[config.mk]
export PLATFORM = sky130hd
export DESIGN_NAME = phaseCheckedLink
export DESIGN_NICKNAME = d
export VERILOG_FILES = /design/src/rtl/linkPkg.sv /design/src/rtl/linkCtrl.sv /design/src/rtl/laneLink.sv /design/src/rtl/linkDatapath.sv /design/src/rtl/phaseCheckedLink.sv
export SDC_FILE = /design/constraint.sdc
export NUM_CORES = 1
export LEC_CHECK = 0
export ABC_AREA = 1
export BUFFER_PORTS_ARGS = -buffer_cell sky130_fd_sc_hd__buf_2
export CAP_MARGIN = 20
export CORE_MARGIN = 4
export CORE_UTILIZATION = 45
export CTS_CLUSTER_SIZE = 14
export DETAILED_ROUTE_END_ITERATION = 8
export PLACE_DENSITY_LB_ADDON = 0.08
export SYNTH_ARGS = -nofsm -noshare
export SYNTH_HDL_FRONTEND = slang
export SYNTH_HIERARCHICAL = 1
export SYNTH_SLANG_ARGS = --single-unit
[constraint.sdc]
create_clock -name clk -period 3.1 [get_ports clk]
set_input_delay 0.31 -clock clk [delete_from_list [all_inputs] [get_ports clk]]
set_output_delay 0.31 -clock clk [all_outputs]
set_load 0.005 [all_outputs]
[src/rtl/linkPkg.sv]
package linkPkg;
  localparam int MAG_W  = 5;
  localparam int MSG_W  = MAG_W + 1;
  localparam int WORD_W = MSG_W + 1;

  typedef struct packed {
    logic             sign;
    logic [MAG_W-1:0] mag;
  } msg_t;

  typedef struct packed {
    logic             sign;
    logic [MAG_W-1:0] mag;
    logic             chk;
  } word_t;

  typedef struct packed {
    logic txPhase;
    logic rxPhase;
    logic checkEn;
  } linkStrobe_t;
endpackage

[src/rtl/linkCtrl.sv]
module linkCtrl
  import linkPkg::*;
#(
  parameter int LINK_LAT = 2
) (
  input  logic        clk,
  input  logic        rstN,
  output linkStrobe_t strobe
);
  localparam int CNT_W = $clog2(LINK_LAT + 1) + 1;
  localparam logic [CNT_W-1:0] WARM_DONE = CNT_W'(LINK_LAT);
  localparam logic RX_INIT = LINK_LAT % 2 == 1;

  logic             txPhase;
  logic             rxPhase;
  logic [CNT_W-1:0] warmCnt;

  always_ff @(posedge clk or negedge rstN) begin
    if (!rstN) begin
      txPhase <= 1'b0;
      rxPhase <= RX_INIT;
      warmCnt <= '0;
    end else begin
      txPhase <= ~txPhase;
      rxPhase <= ~rxPhase;
      if (warmCnt != WARM_DONE) warmCnt <= warmCnt + 1'b1;
    end
  end

  always_comb begin
    strobe.txPhase = txPhase;
    strobe.rxPhase = rxPhase;
    strobe.checkEn = (warmCnt == WARM_DONE);
  end
endmodule

[src/rtl/laneLink.sv]
module laneLink
  import linkPkg::*;
#(
  parameter int LINK_LAT = 2
) (
  input  logic  clk,
  input  logic  rstN,
  input  msg_t  msgIn,
  input  logic  txPhase,
  input  logic  freeze,
  output word_t wordOut
);
  word_t encWord;
  word_t stage [LINK_LAT];

  always_comb begin
    encWord.sign = msgIn.sign;
    encWord.mag  = msgIn.mag;
    encWord.chk  = msgIn.sign ^ txPhase;
  end

  for (genvar s = 0; s < LINK_LAT; s++) begin : g_stage
    word_t nextWord;
    logic  holdHere;
    if (s == 0) begin : g_first
      assign nextWord = encWord;
    end else begin : g_rest
      assign nextWord = stage[s-1];
    end
    assign holdHere = freeze && (s == LINK_LAT - 1);

    always_ff @(posedge clk or negedge rstN) begin
      if (!rstN) stage[s] <= '0;
      else if (!holdHere) stage[s] <= nextWord;
    end
  end

  assign wordOut = stage[LINK_LAT-1];
endmodule

[src/rtl/linkDatapath.sv]
module linkDatapath
  import linkPkg::*;
#(
  parameter int NODES          = 2,
  parameter int LANES_PER_NODE = 6,
  parameter int LINK_LAT       = 2
) (
  input  logic                                   clk,
  input  logic                                   rstN,
  input  logic [NODES*LANES_PER_NODE*MSG_W-1:0]  msgIn,
  input  logic [NODES*LANES_PER_NODE-1:0]        freezeLane,
  input  linkStrobe_t                            strobe,
  output logic [NODES*LANES_PER_NODE*WORD_W-1:0] linkWord,
  output logic [NODES*LANES_PER_NODE*MSG_W-1:0]  msgOut,
  output logic [NODES-1:0]                       nodeErr
);
  localparam int LANES = NODES * LANES_PER_NODE;

  word_t             rxWord   [LANES];
  logic [LANES-1:0]  laneBad;

  for (genvar k = 0; k < LANES; k++) begin : g_lane
    laneLink #(.LINK_LAT(LINK_LAT)) uLane (
      .clk     (clk),
      .rstN    (rstN),
      .msgIn   (msg_t'(msgIn[k*MSG_W +: MSG_W])),
      .txPhase (strobe.txPhase),
      .freeze  (freezeLane[k]),
      .wordOut (rxWord[k])
    );
    assign linkWord[k*WORD_W +: WORD_W] = rxWord[k];
    assign laneBad[k] = strobe.checkEn &
                        (rxWord[k].sign ^ rxWord[k].chk ^ strobe.rxPhase);
  end

  for (genvar j = 0; j < NODES; j++) begin : g_node
    localparam int BASE = j * LANES_PER_NODE;
    logic groupBad;
    assign groupBad = |laneBad[BASE +: LANES_PER_NODE];

    always_ff @(posedge clk or negedge rstN) begin
      if (!rstN) begin
        nodeErr[j] <= 1'b0;
        msgOut[BASE*MSG_W +: LANES_PER_NODE*MSG_W] <= '0;
      end else begin
        nodeErr[j] <= groupBad;
        for (int m = 0; m < LANES_PER_NODE; m++) begin
          msgOut[(BASE+m)*MSG_W +: MSG_W] <= groupBad ? '0 :
            {rxWord[BASE+m].sign, rxWord[BASE+m].mag};
        end
      end
    end
  end
endmodule

[src/rtl/phaseCheckedLink.sv]
module phaseCheckedLink
  import linkPkg::*;
#(
  parameter int NODES          = 2,
  parameter int LANES_PER_NODE = 6,
  parameter int LINK_LAT       = 2
) (
  input  logic                                   clk,
  input  logic                                   rstN,
  input  logic [NODES*LANES_PER_NODE*MSG_W-1:0]  msgIn,
  input  logic [NODES*LANES_PER_NODE-1:0]        freezeLane,
  output logic [NODES*LANES_PER_NODE*WORD_W-1:0] linkWord,
  output logic [NODES*LANES_PER_NODE*MSG_W-1:0]  msgOut,
  output logic [NODES-1:0]                       nodeErr
);
  linkStrobe_t strobe;

  linkCtrl #(.LINK_LAT(LINK_LAT)) uCtrl (
    .clk    (clk),
    .rstN   (rstN),
    .strobe (strobe)
  );

  linkDatapath #(
    .NODES          (NODES),
    .LANES_PER_NODE (LANES_PER_NODE),
    .LINK_LAT       (LINK_LAT)
  ) uPath (
    .clk        (clk),
    .rstN       (rstN),
    .msgIn      (msgIn),
    .freezeLane (freezeLane),
    .strobe     (strobe),
    .linkWord   (linkWord),
    .msgOut     (msgOut),
    .nodeErr    (nodeErr)
  );
endmodule

# Yosys cells after proc, flatten, opt, wreduce, memory -nomap -nowiden
# Index checks and enable logic that the tools add are counted.
# Widths: inputs -> output; s select.
# word_totals
register_bits	247
input_bits	86
out_inout_bits	158
wordCells	146
# op_classes
n_addsub	1
eq_ne	2
mux	12
n_bitwise	50
reduce_logical	2
# op_table
operator	n
$mux 6	12
$xor 1x1->1	36
$and 1x1->1	12
$reduce_or 6->1	2
$add 3x1->3 const B	1
$eq 3x2->1 const B	1
$ne 3x2->1 const B	1
$not 1->1	2

# Logic depth before layout (Yosys ltp)
# Gate-level depths: netlist of the first run.
# depth
depth_word	5
depth_mapped	9
ltp_nobuf	8

# Modules after synthesis
# The synthesis of the first run kept the hierarchy.
# modules_own_cells
module	n_inst	cells_each	area_per_inst_um2	seq_area_each_um2
laneLink	12	42	462.9	350.3
linkDatapath	1	325	3064.2	1851.8
linkCtrl	1	26	244.0	125.1

# Worst setup path after synthesis of the first run
# No wires, ideal clock.
# synth_timing
path_kind	register to register
start	reg uCtrl.warmCnt[0]
end	reg uPath.msgOut[12]
arrival_ns	1.518
setup_slack_ns	1.442
stages_incl_launch_ff	8
path_buffers	2
synth_period_minus_slack_ns	1.658
path_cell_list	dfrtp_1 inv_1 ha_1 nand2_4 inv_1 clkbuf_1 clkbuf_1 a21oi_1
# synth_rtl
element	line	rtl
start, declared	linkCtrl.sv:16	logic [CNT_W-1:0] warmCnt;
start signal, assigned	linkCtrl.sv:26	if (warmCnt != WARM_DONE) warmCnt <= warmCnt + 1'b1;
end signal, assigned by index	linkDatapath.sv:48	msgOut[(BASE+m)*MSG_W +: MSG_W] <= groupBad ? '0 :
end, declared	linkDatapath.sv:14	output logic [NODES*LANES_PER_NODE*MSG_W-1:0] msgOut,

# Worst setup path in the final report of the first run
# layout_timing
start	reg uCtrl.rxPhase
end	reg uPath.nodeErr[1]
# layout_between
elab_chain_len	3
elab_cells_between_ends	13
# layout_rtl
element	line	rtl
start, declared	linkCtrl.sv:15	logic rxPhase;
start signal, assigned	linkCtrl.sv:25	rxPhase <= ~rxPhase;
$xor 1x1->1	linkDatapath.sv:33	(rxWord[k].sign ^ rxWord[k].chk ^ strobe.rxPhase);
$and 1x1->1	linkDatapath.sv:32	assign laneBad[k] = strobe.checkEn &
$reduce_or 6->1 (*)	linkDatapath.sv:39	assign groupBad = |laneBad[BASE +: LANES_PER_NODE];
via uPath.g_node[1].groupBad	linkDatapath.sv:38	logic groupBad;
end signal, assigned by index	linkDatapath.sv:46	nodeErr[j] <= groupBad;
end, declared	linkDatapath.sv:15	output logic [NODES-1:0] nodeErr
# Mark *: on every way through the listed nets, which the timed path passes. The rest lies on a longest branch.
# A chain may end at the register's enable or synchronous reset.

==> results.json, run 1 <==
{
  "grt_pass1_vias": 6690,
  "fp-row-count": 51,
  "critPathSlowestCell": "dfrtp_1",
  "synth.largest_area_cell": "dfrtp_1",
  "drt_wl_total_um": 20600,
  "clk_latency_ns": 0.52,
  "endpoint_kind": "flip-flop",
  "die_y_um": 148,
  "htreeDepth": 1,
  "switching_power_mw": 1.67,
  "seqPwrFrac_pct": 49.1,
  "path_max_fanout": 37,
  "ant_nets": 0,
  "ys_seq_elements": 247,
  "numCtsBuffers": 27,
  "post-cts-setup-buffer-count": 0,
  "max-cap-violations": 0,
  "irDropWorstVdd_mv": 0.437,
  "pwr-share-comb_pct": 8.7,
  "finalHoldViolations": 0,
  "powerDensity_mw_per_mm2": 603,
  "startpoint": "uCtrl/rxPhase$_DFF_PN0_",
  "ys_warn_count": 6,
  "dp_hpwl_um": 13700,
  "place.gp.congestion": 0.775,
  "syn2layout_area_growth_pct": 33.4,
  "setup_violations": 0,
  "grt_max_degree": 81,
  "antenna_found_initial": 0,
  "p_int_mw": 5.47,
  "syn_nets": 943,
  "crit_family": "simple AND/OR/NAND/NOR gates",
  "wl_per_cell_um": 14.1,
  "leakage_nw": 6.75,
  "first_iter_violations": 291,
  "startpoint_type": "flip-flop",
  "diodes": 0,
  "period_share_pct": 62.0,
  "clk_pin_slew_worst_paths_ns": 0.06,
  "fin_skew_ns": 0.00902,
  "yosysSeqAreaShare_pct": 69.7,
  "ff2ff_setup_slack_ns": 1.18,
  "cts_buffer_depth": 3,
  "rsz0062_at_grt": "false",
  "grt_first_pass_wirelength_um": 34000,
  "dieArea_mm2": 0.0220,
  "syn_inst": 855,
  "synth_top_area_share_pct": 69.7,
  "setup_tns_ns": 0,
  "drc": 0,
  "final_core_util_pct": 61.0,
  "cts_tree": "done",
  "ys_types": 21,
  "r2r_start": "uCtrl/rxPhase$_DFF_PN0_",
  "worst_pin_slew_ns": 0.948,
  "slew_violations": 0,
  "synthTopCellsByArea": "dfrtp_1, nand2_1, inv_1",
  "final_nets": 1265,
  "numPortBuffers": 243,
  "fillerInstances": 1683,
  "grtUsageTotal_pct": 19.1,
  "netlist_area_mm2": 0.00886,
  "via_per_inst": 4.41,
  "power_frac_clock_pct": 42.2,
  "path_class": "flip-flop to flip-flop",
  "cts_sinks": 247,
  "drtPass1Iterations": 4,
  "swShare_pct": 23.4,
  "critPathMaxStageDelay_ns": 0.53,
  "start_util_pct": 45.7,
  "io_pins": 244,
  "hold_start": "freezeLane[4]",
  "fin_crit_ns": 1.92,
  "core_mm2": 0.0194,
  "routed-via-count": 6429,
  "postSynthAreaPerCell_um2": 10.4,
  "relSlewSlack_pct": 36.8,
  "required_ns": 3.50,
  "status": "finished clean",
  "root_buffer": "clkbuf_16",
  "critPathBufInv": 1,
  "hold_path.class": "primary input to flip-flop",
  "fp.dieW_um": 148,
  "cp.arrival_ns": 2.32,
  "crit_chain": "inv_2 -> nand3_1 -> nand2_1 -> nor2_4 -> nand3_4 -> and2_2",
  "fmax_mhz": 520,
  "grt_overflow_total": 0,
  "drive_above_1_share_pct": 27.7
}
## per-layer routing
metal,share of wire (%),track usage (%)
met1,42,25.1
met2,47,31.4
met3,7.3,4.57
met4,3.6,6.93
met5,0,0
## layout make-up
cell class	instances	area (um2)	share of cell area, %
timing repair buffer	321	2030	17.2
sequential	247	6180	52.3
inverter	129	485	4.11
clock inverter	5	30.0	0.254
tap	265	332	2.80
multi-input combinational	451	1950	16.5
clock buffer	40	815	6.89
## what timing repair did
action                    4_1_cts  5_1_grt
hold buffers                   73        0
hold endpoints to repair      155        0
gates resized for setup         0        0
## sequential cells by signal (all words and copies together), names as in the netlist
name,cells
uPath/g_lane.uLane/g_stage.nextWord,84
uPath/g_lane.uLane/wordOut,84
uPath/msgOut,72
uCtrl/warmCnt,3
uPath/nodeErr,2
uCtrl/rxPhase,1
uCtrl/txPhase,1
## tightest hold or removal path, delay by kind of cell
kind | cells | cell delay [ns]
buffers and inverters | 1 | 0.15
and+or+nand+nor | 2 | 0.11
## Yosys cell counts (all sizes together)
cell type,instances
nor2,4
nand2,355
a21oi,72
inv,129
buf,21
dfrtp,247
ha,2
and2,2
nand3,16
clkbuf,7
## logic make-up after synthesis
kind of cell             share of synthesized area [%]
buffers and inverters                             8.27
flip-flops                                        69.7
AND/OR/NAND/NOR                                   17.0
adder cells (fa/ha/maj)                          0.282
AO/OA/AOI/OAI                                     4.74
## final timing paths
check,endpoint,cells after the start
hold reg to reg,uPath/g_lane[8].uLane/wordOut[6]$_DFFE_PN0N_,2
setup / recovery,uPath/nodeErr[1]$_DFF_PN0_,6
hold / removal,uPath/g_lane[4].uLane/wordOut[5]$_DFFE_PN0N_,3
max in group asynchronous,uPath/g_lane[7].uLane/g_stage[1].nextWord[6]$_DFF_PN0_,3
min in group asynchronous,uPath/msgOut[13]$_DFF_PN0_,2
setup reg to reg,uPath/nodeErr[1]$_DFF_PN0_,6
## power groups by stage
stage               sequential, mW  combinational, mW  clock [mW]
floorplan                     3.56              0.249           0
global placement              3.56              0.554           0
detailed placement            3.56              0.560           0
CTS                           3.51              0.634        3.09
global route                  3.53              0.716        3.23
finish                        3.51              0.621        3.01
## layout by cell type (no fill, tap or decap), types with 9 or more instances in the layout
| master | netlist | layout |
|---|---|---|
| buf_2 | 1 | 242 |
| a21oi_1 | 56 | 56 |
| dfrtp_1 | 247 | 247 |
| inv_2 | 15 | 15 |
| a21oi_2 | 16 | 16 |
| nand3_1 | 12 | 12 |
| nand2_1 | 353 | 353 |
| inv_1 | 114 | 113 |
| dlygate4sd3_1 | 0 | 73 |
| clkbuf_8 | 0 | 9 |
| clkbuf_16 | 0 | 27 |
## stage by stage
stage                     std cells  setup slack [ns]  power [mW]  hold WS (ns)  area (um2)
after floorplan                 855              1.44        3.81        0.0144        8860
after global placement         1340              1.14        4.12         0.339       10200
after detailed placement       1340              1.12        4.12         0.333       10200
after CTS                      1458              1.10        7.23        0.0656       11800
after global routing           1458              1.01        7.48        0.0828       11800
final                          1458              1.18        7.13        0.0913       11800
(Power assumes the default switching activity.)
==> run 2, diff against run 1 <==
==> constraint.sdc (replaced) <==
create_clock -name clk -period 1.76 [get_ports clk]
set_input_delay 0.176 -clock clk [delete_from_list [all_inputs] [get_ports clk]]
set_output_delay 0.176 -clock clk [all_outputs]
set_load 0.005 [all_outputs]
==> results.json, run 2 (synthesized netlist as in run 1, its figures left out) <==
{
  "setup_violations": 0,
  "first_iter_violations": 264,
  "finalHoldViolations": 0,
  "dp_hpwl_um": 13900,
  "placed_cells": 1349,
  "hold_path.class": "primary input to asynchronous set/reset pin",
  "fmax_mhz": 663,
  "ant_nets": 0,
  "start_util_pct": 45.7,
  "core_mm2": 0.0194,
  "grt_pass1_vias": 6689,
  "mostFrequentLayoutCell": "nand2_1",
  "timing.critical_path.mode_cell": "buf_4",
  "path_max_fanout": 12,
  "final_core_util_pct": 62.9,
  "fp.dieW_um": 148,
  "wl_per_cell_um": 13.8,
  "cts_tree": "done",
  "rsz0062_at_grt": "false",
  "numCtsBuffers": 27,
  "crit_family": "flip-flops",
  "grt_overflow_total": 0,
  "hold_slack_ns": 0.163,
  "clk_latency_ns": 0.53,
  "cts_buffer_depth": 3,
  "diodes": 0,
  "numPortBuffers": 243,
  "post-cts-setup-buffer-count": 0,
  "routed-via-count": 6443,
  "period_share_pct": 85.7,
  "critPathSlowestCell": "dfrtp_1",
  "finalPower_mw": 13.4,
  "fin_crit_ns": 1.51,
  "path_class": "flip-flop to flip-flop",
  "critPathMaxStageDelay_ns": 0.44,
  "fp-row-count": 51,
  "clk_pin_slew_worst_paths_ns": 0.06,
  "powerDensity_mw_per_mm2": 1100,
  "crit_chain": "buf_4 -> nand3_1 -> nand2_1 -> nor2_4 -> nand3_4 -> buf_4 -> a21oi_1",
  "final_cell_mix": "nand2_1, dfrtp_1, buf_2, inv_1, dlygate4sd3_1",
  "required_ns": 2.20,
  "htreeDepth": 1,
  "stdcell_count": 1484,
  "drt_wl_total_um": 20500,
  "status": "finished clean",
  "setup_tns_ns": 0,
  "antenna_found_initial": 0,
  "io_pins": 244,
  "cp.arrival_ns": 1.95,
  "drive_above_1_share_pct": 28.4,
  "startpoint_type": "flip-flop",
  "cts_sinks": 247,
  "relSlewSlack_pct": 72.1,
  "fin_skew_ns": 0.0166,
  "syn2layout_area_growth_pct": 37.6,
  "endpoint_kind": "flip-flop",
  "grt_first_pass_wirelength_um": 33900,
  "die_y_um": 148,
  "slew_violations": 0,
  "leakage_nw": 6.93,
  "final_nets": 1286,
  "worst_pin_slew_ns": 0.418,
  "grtUsageTotal_pct": 19.0,
  "irDropWorstVdd_mv": 0.770,
  "grt_max_degree": 58,
  "place.gp.congestion": 0.795,
  "drc": 0,
  "dieArea_mm2": 0.0220,
  "root_buffer": "clkbuf_16",
  "max-cap-violations": 0,
  "drtPass1Iterations": 4,
  "critPathBufInv": 2,
  "via_per_inst": 4.34
}
run 2: final cells by class:
cell class	instances	area, um2
Sequential cell	247	6180
Clock buffer	35	756
Timing Repair Buffer	342	2260
Inverter	129	485
Multi-Input combinational cell	451	1950
Fill cell	1603	7210
Clock inverter	15	233
Tap cell	265	332
run 2: power by group:
part	switching (mW)	internal, mW	total (mW)
Sequential	0.191	5.98	6.17
Clock	2.20	3.91	6.11
Combinational	0.619	0.511	1.13
run 2: what timing repair did:
action,in CTS,in global routing
hold buffers,85,0
hold endpoints to repair,415,0
resized for setup,0,0
run 2: worst paths after layout:
check	from	endpoint	slack [ns]	cells past startpoint
min reg2reg	uPath/g_lane[9].uLane/g_stage[1].nextWord[5]$_DFF_PN0_	uPath/g_lane[9].uLane/wordOut[5]$_DFFE_PN0N_	0.43	2
min	rstN	uPath/g_lane[1].uLane/g_stage[1].nextWord[3]$_DFF_PN0_	0.16	2
min in group clk	msgIn[54]	uPath/g_lane[9].uLane/g_stage[1].nextWord[1]$_DFF_PN0_	0.28	2
max in group asynchronous	rstN	uPath/g_lane[6].uLane/g_stage[1].nextWord[2]$_DFF_PN0_	0.98	3
max	uCtrl/rxPhase$_DFF_PN0_	uPath/msgOut[11]$_DFF_PN0_	0.25	7
max reg2reg	uCtrl/rxPhase$_DFF_PN0_	uPath/msgOut[11]$_DFF_PN0_	0.25	7
run 2: routing by layer:
layer	vias to the layer above	wire [um]	track usage [%]
li1	3240	-	-
met3	35	1270	4.42
met5	-	0	0
met2	182	9780	31.6
met4	0	518	5.54
met1	2986	8950	25.2
run 2: metrics by stage:
step                      setup WS, ns  instance area [um2]
final                            0.251                12200
after global routing            0.0844                12200
after CTS                        0.237                12200
after detailed placement         0.261                10400
after global placement           0.299                10400
after floorplan                  0.102                 8860
